### src/rtl/wsl_pkg.sv
package wsl_pkg;
    localparam int REG_W = 32;
    localparam logic [REG_W-1:0] SRC_UNKNOWN = '1;

    typedef enum logic {
        SEL_GPE = 1'b0,
        SEL_FIX = 1'b1
    } rd_sel_e;

    typedef struct packed {
        logic             hit;
        logic [REG_W-1:0] idx;
    } src_hit_t;

    function automatic logic [REG_W-1:0] pick_src(input rd_sel_e sel,
                                                  input logic [REG_W-1:0] g,
                                                  input logic [REG_W-1:0] f);
        return (sel == SEL_GPE) ? g : f;
    endfunction
endpackage

### src/rtl/wsl_edge_det.sv
module wsl_edge_det #(
    parameter int W = 16
) (
    input  logic         clk,
    input  logic         rst,
    input  logic [W-1:0] lines,
    output logic [W-1:0] rose
);
    logic [W-1:0] prev_q;

    always_ff @(posedge clk) begin
        if (rst) prev_q <= '0;
        else     prev_q <= lines;
    end

    assign rose = lines & ~prev_q;
endmodule

### src/rtl/wsl_prio_enc.sv
module wsl_prio_enc
    import wsl_pkg::*;
#(
    parameter int W = 16
) (
    input  logic [W-1:0] req,
    output src_hit_t     win
);
    always_comb begin
        win.hit = 1'b0;
        win.idx = '0;
        for (int i = W - 1; i >= 0; i--) begin
            if (req[i]) begin
                win.hit = 1'b1;
                win.idx = REG_W'(i);
            end
        end
    end
endmodule

### src/rtl/wsl_src_regs.sv
module wsl_src_regs
    import wsl_pkg::*;
(
    input  logic             clk,
    input  logic             rst,
    input  logic             sleep_active,
    input  src_hit_t         gpe_win,
    input  src_hit_t         fix_win,
    output logic [REG_W-1:0] gpe_src,
    output logic [REG_W-1:0] fix_src,
    output logic             armed
);
    logic sleep_q;
    logic entry;

    assign entry = sleep_active & ~sleep_q;

    always_ff @(posedge clk) begin
        if (rst) begin
            sleep_q <= 1'b0;
            armed   <= 1'b0;
            gpe_src <= SRC_UNKNOWN;
            fix_src <= SRC_UNKNOWN;
        end else begin
            sleep_q <= sleep_active;
            if (entry) begin
                armed   <= 1'b1;
                gpe_src <= SRC_UNKNOWN;
                fix_src <= SRC_UNKNOWN;
            end else if (!sleep_active) begin
                armed <= 1'b0;
            end else if (armed) begin
                if (gpe_win.hit) begin
                    gpe_src <= gpe_win.idx;
                    armed   <= 1'b0;
                end else if (fix_win.hit) begin
                    fix_src <= fix_win.idx;
                    armed   <= 1'b0;
                end
            end
        end
    end
endmodule

### src/rtl/wsl_rd_port.sv
module wsl_rd_port
    import wsl_pkg::*;
(
    input  logic             clk,
    input  logic             rst,
    input  logic             rd_en,
    input  logic             rd_addr,
    input  logic [REG_W-1:0] gpe_src,
    input  logic [REG_W-1:0] fix_src,
    output logic [REG_W-1:0] rd_data,
    output logic             rd_valid
);
    rd_sel_e sel;
    assign sel = rd_sel_e'(rd_addr);

    always_ff @(posedge clk) begin
        if (rst) begin
            rd_valid <= 1'b0;
            rd_data  <= '0;
        end else begin
            rd_valid <= rd_en;
            if (rd_en) rd_data <= pick_src(sel, gpe_src, fix_src);
        end
    end
endmodule

### src/rtl/wake_src_latch.sv
module wake_src_latch
    import wsl_pkg::*;
#(
    parameter int GPE_W = 16,
    parameter int FIX_W = 16
) (
    input  logic             clk,
    input  logic             rst,
    input  logic             sleep_active,
    input  logic [GPE_W-1:0] gpe_sts,
    input  logic [FIX_W-1:0] fix_sts,
    input  logic             rd_en,
    input  logic             rd_addr,
    output logic [REG_W-1:0] rd_data,
    output logic             rd_valid
);
    logic [GPE_W-1:0] gpe_rose;
    logic [FIX_W-1:0] fix_rose;
    src_hit_t         gpe_win;
    src_hit_t         fix_win;
    logic [REG_W-1:0] gpe_src_q;
    logic [REG_W-1:0] fix_src_q;
    logic             armed_q;

    wsl_edge_det #(.W(GPE_W)) u_gpe_edge (
        .clk(clk), .rst(rst), .lines(gpe_sts), .rose(gpe_rose)
    );
    wsl_edge_det #(.W(FIX_W)) u_fix_edge (
        .clk(clk), .rst(rst), .lines(fix_sts), .rose(fix_rose)
    );

    wsl_prio_enc #(.W(GPE_W)) u_gpe_enc (.req(gpe_rose), .win(gpe_win));
    wsl_prio_enc #(.W(FIX_W)) u_fix_enc (.req(fix_rose), .win(fix_win));

    wsl_src_regs u_regs (
        .clk(clk), .rst(rst), .sleep_active(sleep_active),
        .gpe_win(gpe_win), .fix_win(fix_win),
        .gpe_src(gpe_src_q), .fix_src(fix_src_q), .armed(armed_q)
    );

    wsl_rd_port u_rd (
        .clk(clk), .rst(rst), .rd_en(rd_en), .rd_addr(rd_addr),
        .gpe_src(gpe_src_q), .fix_src(fix_src_q),
        .rd_data(rd_data), .rd_valid(rd_valid)
    );
endmodule

### config.mk
export PLATFORM = sky130hd
export DESIGN_NAME = wake_src_latch
export DESIGN_NICKNAME = d
export VERILOG_FILES = /design/src/rtl/wsl_pkg.sv /design/src/rtl/wsl_edge_det.sv /design/src/rtl/wsl_prio_enc.sv /design/src/rtl/wsl_src_regs.sv /design/src/rtl/wsl_rd_port.sv /design/src/rtl/wake_src_latch.sv
export SDC_FILE = /design/constraint.sdc
export NUM_CORES = 1
export LEC_CHECK = 0
export BUFFER_PORTS_ARGS = -buffer_cell sky130_fd_sc_hd__buf_2
export CORE_AREA = 10 10 74 108
export DETAILED_ROUTE_END_ITERATION = 16
export DIE_AREA = 0 0 84 118
export SLEW_MARGIN = 5
export SYNTH_ARGS = -nofsm -noshare
export SYNTH_HDL_FRONTEND = slang
export SYNTH_SLANG_ARGS = --single-unit
### constraint.sdc
create_clock -name clk -period 2.5 [get_ports clk]
set_input_delay 0.25 -clock clk [delete_from_list [all_inputs] [get_ports clk]]
set_output_delay 0.25 -clock clk [all_outputs]
set_load 0.02 [all_outputs]
==> Word-level counts from Yosys, hierarchy flattened <==
Cells that the tools add are included.
{ "word_totals": {"reg_bits": 131, "inputBits": 37, "out_inout_bits": 33} }
{ "classes": {"n_mux": 38, "bitwise_logic": 7, "reduce_logical": 3} }
{ "op_table": {"columns": ["cell", "n"], "rows": [
  ["2-to-1 mux 33 bit", 32],
  ["AND 16 bit", 2],
  ["2-to-1 mux 32 bit", 1],
  ["inverter 16 bit", 2],
  ["2-to-1 mux 1 bit", 5],
  ["AND reduction 4 bit", 1],
  ["AND reduction 3 bit", 1],
  ["inverter 1 bit", 2],
  ["OR reduction 2 bit", 1],
  ["AND 1 bit", 1]
]} }

==> Longest topological paths before layout <==
{ "depth": {"ltp_word": 23, "mapped_depth": 6} }

==> Hierarchy <==
A second synthesis with hierarchy kept.
{ "unflattened": {"cells_unflattened": 656, "hier_area_um2": 5676.7} }
{ "by_module_without_submodules": {"columns": ["module", "n_inst", "cells_each", "area_each_um2", "seq_area_each_um2"], "rows": [
  ["wsl_src_regs", 1, 287, 2293.4, 1321.3],
  ["wsl_rd_port", 1, 145, 1476.4, 660.6],
  ["wsl_edge_det", 2, 49, 564.3, 320.3],
  ["wsl_prio_enc", 2, 63, 389.1, 0.0]
]} }

==> Least setup slack after synthesis <==
Ideal clock, no wire load.
{ "synth_path": {"kind": "reg-to-reg", "from": "register u_gpe_edge.prev_q[1]", "to": "register u_regs.fix_src[0]", "t_arrival_ns": 1.359, "required_ns": 2.372, "setup_slack_ns": 1.013, "path_stages_with_launch": 7, "period_less_slack_ns": 1.487, "cell_sequence": "dfxtp_1 > nor2b_4 > nor4_4 > nand4b_4 > nor3_4 > mux2i_1 > nand2_1"} }
{ "synth_between": {"elab_chain_len": 6} }
{ "synth_lines": {"columns": ["item", "line", "source"], "rows": [
  ["from (decl)", "wsl_edge_det.sv:9", "logic [W-1:0] prev_q;"],
  ["from (signal assigned)", "wsl_edge_det.sv:13", "else prev_q <= lines;"],
  ["inverter 16 bit", "wsl_edge_det.sv:16", "assign rose = lines & ~prev_q;"],
  ["AND 16 bit", "wsl_edge_det.sv:16", null],
  ["2-to-1 mux 33 bit (2 in series)", "wsl_prio_enc.sv:13", "if (req[i]) begin"],
  ["inverter 1 bit (no source line)", null, null],
  ["AND reduction 4 bit (no source line)", null, null],
  ["to (signal assigned)", "wsl_src_regs.sv:37", "fix_src <= fix_win.idx;"],
  ["to (decl)", "wsl_src_regs.sv:10", "output logic [REG_W-1:0] fix_src,"]
]} }
Every way passes these cells.
A chain may end at the register's enable or synchronous reset.

==> Final worst setup path <==
Same ends and word-level chain as after synthesis.

==> impl_metrics.toml <==
[run_status]
status = "finished, final reports clean"

[clocking]
cts_tree = "done"
postCtsSetupBuffers = 0
hold_buffers = 0
cts_buffers = 5
clock_path_buffers = 2
cts.clk_slew.worst_paths_ns = 0.09
cts_root_buf = "clkbuf_8"
cts_sinks = 50
clk_latency_ns = 0.30
cts_resized = 0
htreeDepth = 2

[worst_setup_path]
critPathMaxFanout = 4
path_class = "flop to flop"
path_cells = "nor2b_4 > nor4_4 > nand4b_4 > nor3_4 > mux2i_1 > nand2_1"
cpMaxStageDelayCell = "dfxtp_1"
crit_required_ns = 2.67
cp_top_family = "simple AND/OR/NAND/NOR gates"
max_stage_delay_ns = 0.36
cp_num_buf_inv = 0
cp-end-kind = "flop"
arrival_ns = 1.77
start_kind = "flop"

[die]
start_util_pct = 39.3
coreArea_um2 = 6040
dieHeight_um = 118
pin_count = 70
fp-row-count = 35
die_area_um2 = 9910
die_x_um = 84

[routing]
first_iter_violations = 57
vias_per_cell = 4.73
vias = 1764
firstDrtPassIters = 2
drc = 0
avgRoutedWirePerCell_um = 12.8
wl_mm = 4.77
ant_nets = 0

[timing]
timing.fmax_ghz = 0.625
post-route-period-util_pct = 64.0
whs_ns = 0.162
final.setup.tns_ns = 0
worstMarginPinSlew_ns = 0.757
maxSlewHeadroom_pct = 49.5
finClkSkew_ns = 0.00497
period_needed_ns = 1.60
setup-violations-final = 0
drv_slew = 0
finalHoldViolations = 0
rsz0062_at_grt = "no"

[finish]
layout_common_cells = "69 x buf_2, 50 x nor2b_1, 50 x dfxtp_1, 20 x nand2b_1, 19 x nand2_1"
layout-drive-gt1-share_pct = 29.4
final_common_cell = "buf_2"
area_growth_pct = 12.7
fin_util_pct = 44.2
layout.nets = 335
diodes = 0

[synthesis]
yosys.area.top_type_share_pct = 42.2
syn-cell-area_um2 = 2370
yosys-top-cells-area = "dfxtp_1 42%, nor2b_1 13%, buf_4 8.5%"
ys_seq_elements = 50
ys_seq_area_share_pct = 42.2
post_synth.cell_area_avg_um2 = 9.27
synth.largest_area_cell = "dfxtp_1"
yosys_warnings = 0
synth_cell_types = 40
syn_inst = 256
synth_nets = 293

[grt]
grt_max_degree = 43
grt_pass1_vias = 1816
grtUsageTotal_pct = 9.56
antenna_found_initial = 0
grt_pass1_wl_mm = 8.00
grt-ovfl-total = 0

[power]
power_uw = 1610
power.density_nw_per_um2 = 604
vdd_ir_drop_max_mv = 0.321
p_leak_uw = 0.00120

[placement]
dp.final_hpwl_mm = 3.82
gp_congestion = 0.718
io_buffers = 69

[job]
drv_cap = 0

[hold_path]
min_path_type = "input port to flop"
stage by stage:
stage / worst slack (ns) / instances / instance area, um^2
2_1_floorplan: 1.01 / 256 / 2370
6_report: 0.900 / 373 / 2670
3_5_place_dp: 0.798 / 365 / 2580
3_3_place_gp: 0.830 / 365 / 2580
4_1_cts: 0.880 / 373 / 2670
5_1_grt: 0.791 / 373 / 2670
final timing paths:
kind	to	depth (start not counted)	startpoint	slack [ns]
worst max register to register	u_regs.fix_src[0]	6	u_gpe_edge.prev_q[1]	0.90
worst max-delay path	u_regs.fix_src[0]	6	u_gpe_edge.prev_q[1]	0.90
worst min-delay path	u_gpe_edge.prev_q[6]	2	gpe_sts[6]	0.16
worst min register to register	u_regs.gpe_src[30]	2	u_regs.gpe_src[30]	0.44
cell families after synthesis:
| group | after synthesis | synth area share, % |
|---|---|---|
| simple gates | 123 | 33.4 |
| flops | 50 | 42.2 |
| compound gates | 39 | 11.7 |
| buf+inv | 38 | 10.3 |
| mux | 6 | 2.53 |
where the power goes:
part | switching (uW) | total [uW] | internal [uW] | leakage (uW)
Sequential | 18.3 | 852 | 834 | 0.000415
Combinational | 165 | 281 | 116 | 0.000739
Clock | 256 | 480 | 224 | 0.0000482
Total | 440 | 1610 | 1170 | 0.00120
area by class of cell:
type	count	area, um^2
clock buffers	7	86.3
clock inverters	1	5.00
fillers	607	3370
inverters	4	15.0
multi-input cells	168	1130
flip-flops and latches	50	1000
well taps	74	92.6
repair buffers	69	345
sequential cells by signal, indices dropped and copies added (netlist names):
signal,flops
u_regs.sleep_q,1
u_rd.rd_valid,1
u_regs.fix_src,5
u_rd.rd_data,5
u_gpe_edge.prev_q,16
u_fix_edge.prev_q,16
u_regs.gpe_src,5
u_regs.armed,1
layer usage:
layer / wire length, um / track usage [%] / vias to the layer above / part of all wire [%]
met5: 0 / 0 / - / 0
met4: 86 / 4.31 / 0 / 1.8
met3: 479 / 4.71 / 7 / 10
met2: 2250 / 15.9 / 53 / 47
met1: 1950 / 9.73 / 783 / 41
li1: - / - / 921 / -
cells in the mapped netlist (all sizes together):
library cell / n
o32ai: 1
a21oi: 5
o21ai: 6
nand2b: 20
o2bb2ai: 1
a32oi: 1
a221oi: 1
and2: 2
nor3: 1
o211ai: 5
a31oi: 3
a311o: 1
clkbuf: 6
o31a: 1
nor2: 14
o21ba: 1
nor4: 5
a21o: 1
nand4: 1
nand3: 2
and4b: 1
and4: 2
o2111a: 1
o31ai: 3
or3b: 1
buf: 28
nand2: 19
mux2i: 6
a211oi: 7
dfxtp: 50
inv: 4
nand4b: 1
nor2b: 54
a21boi: 1
Power figures use the tool's default switching activity.
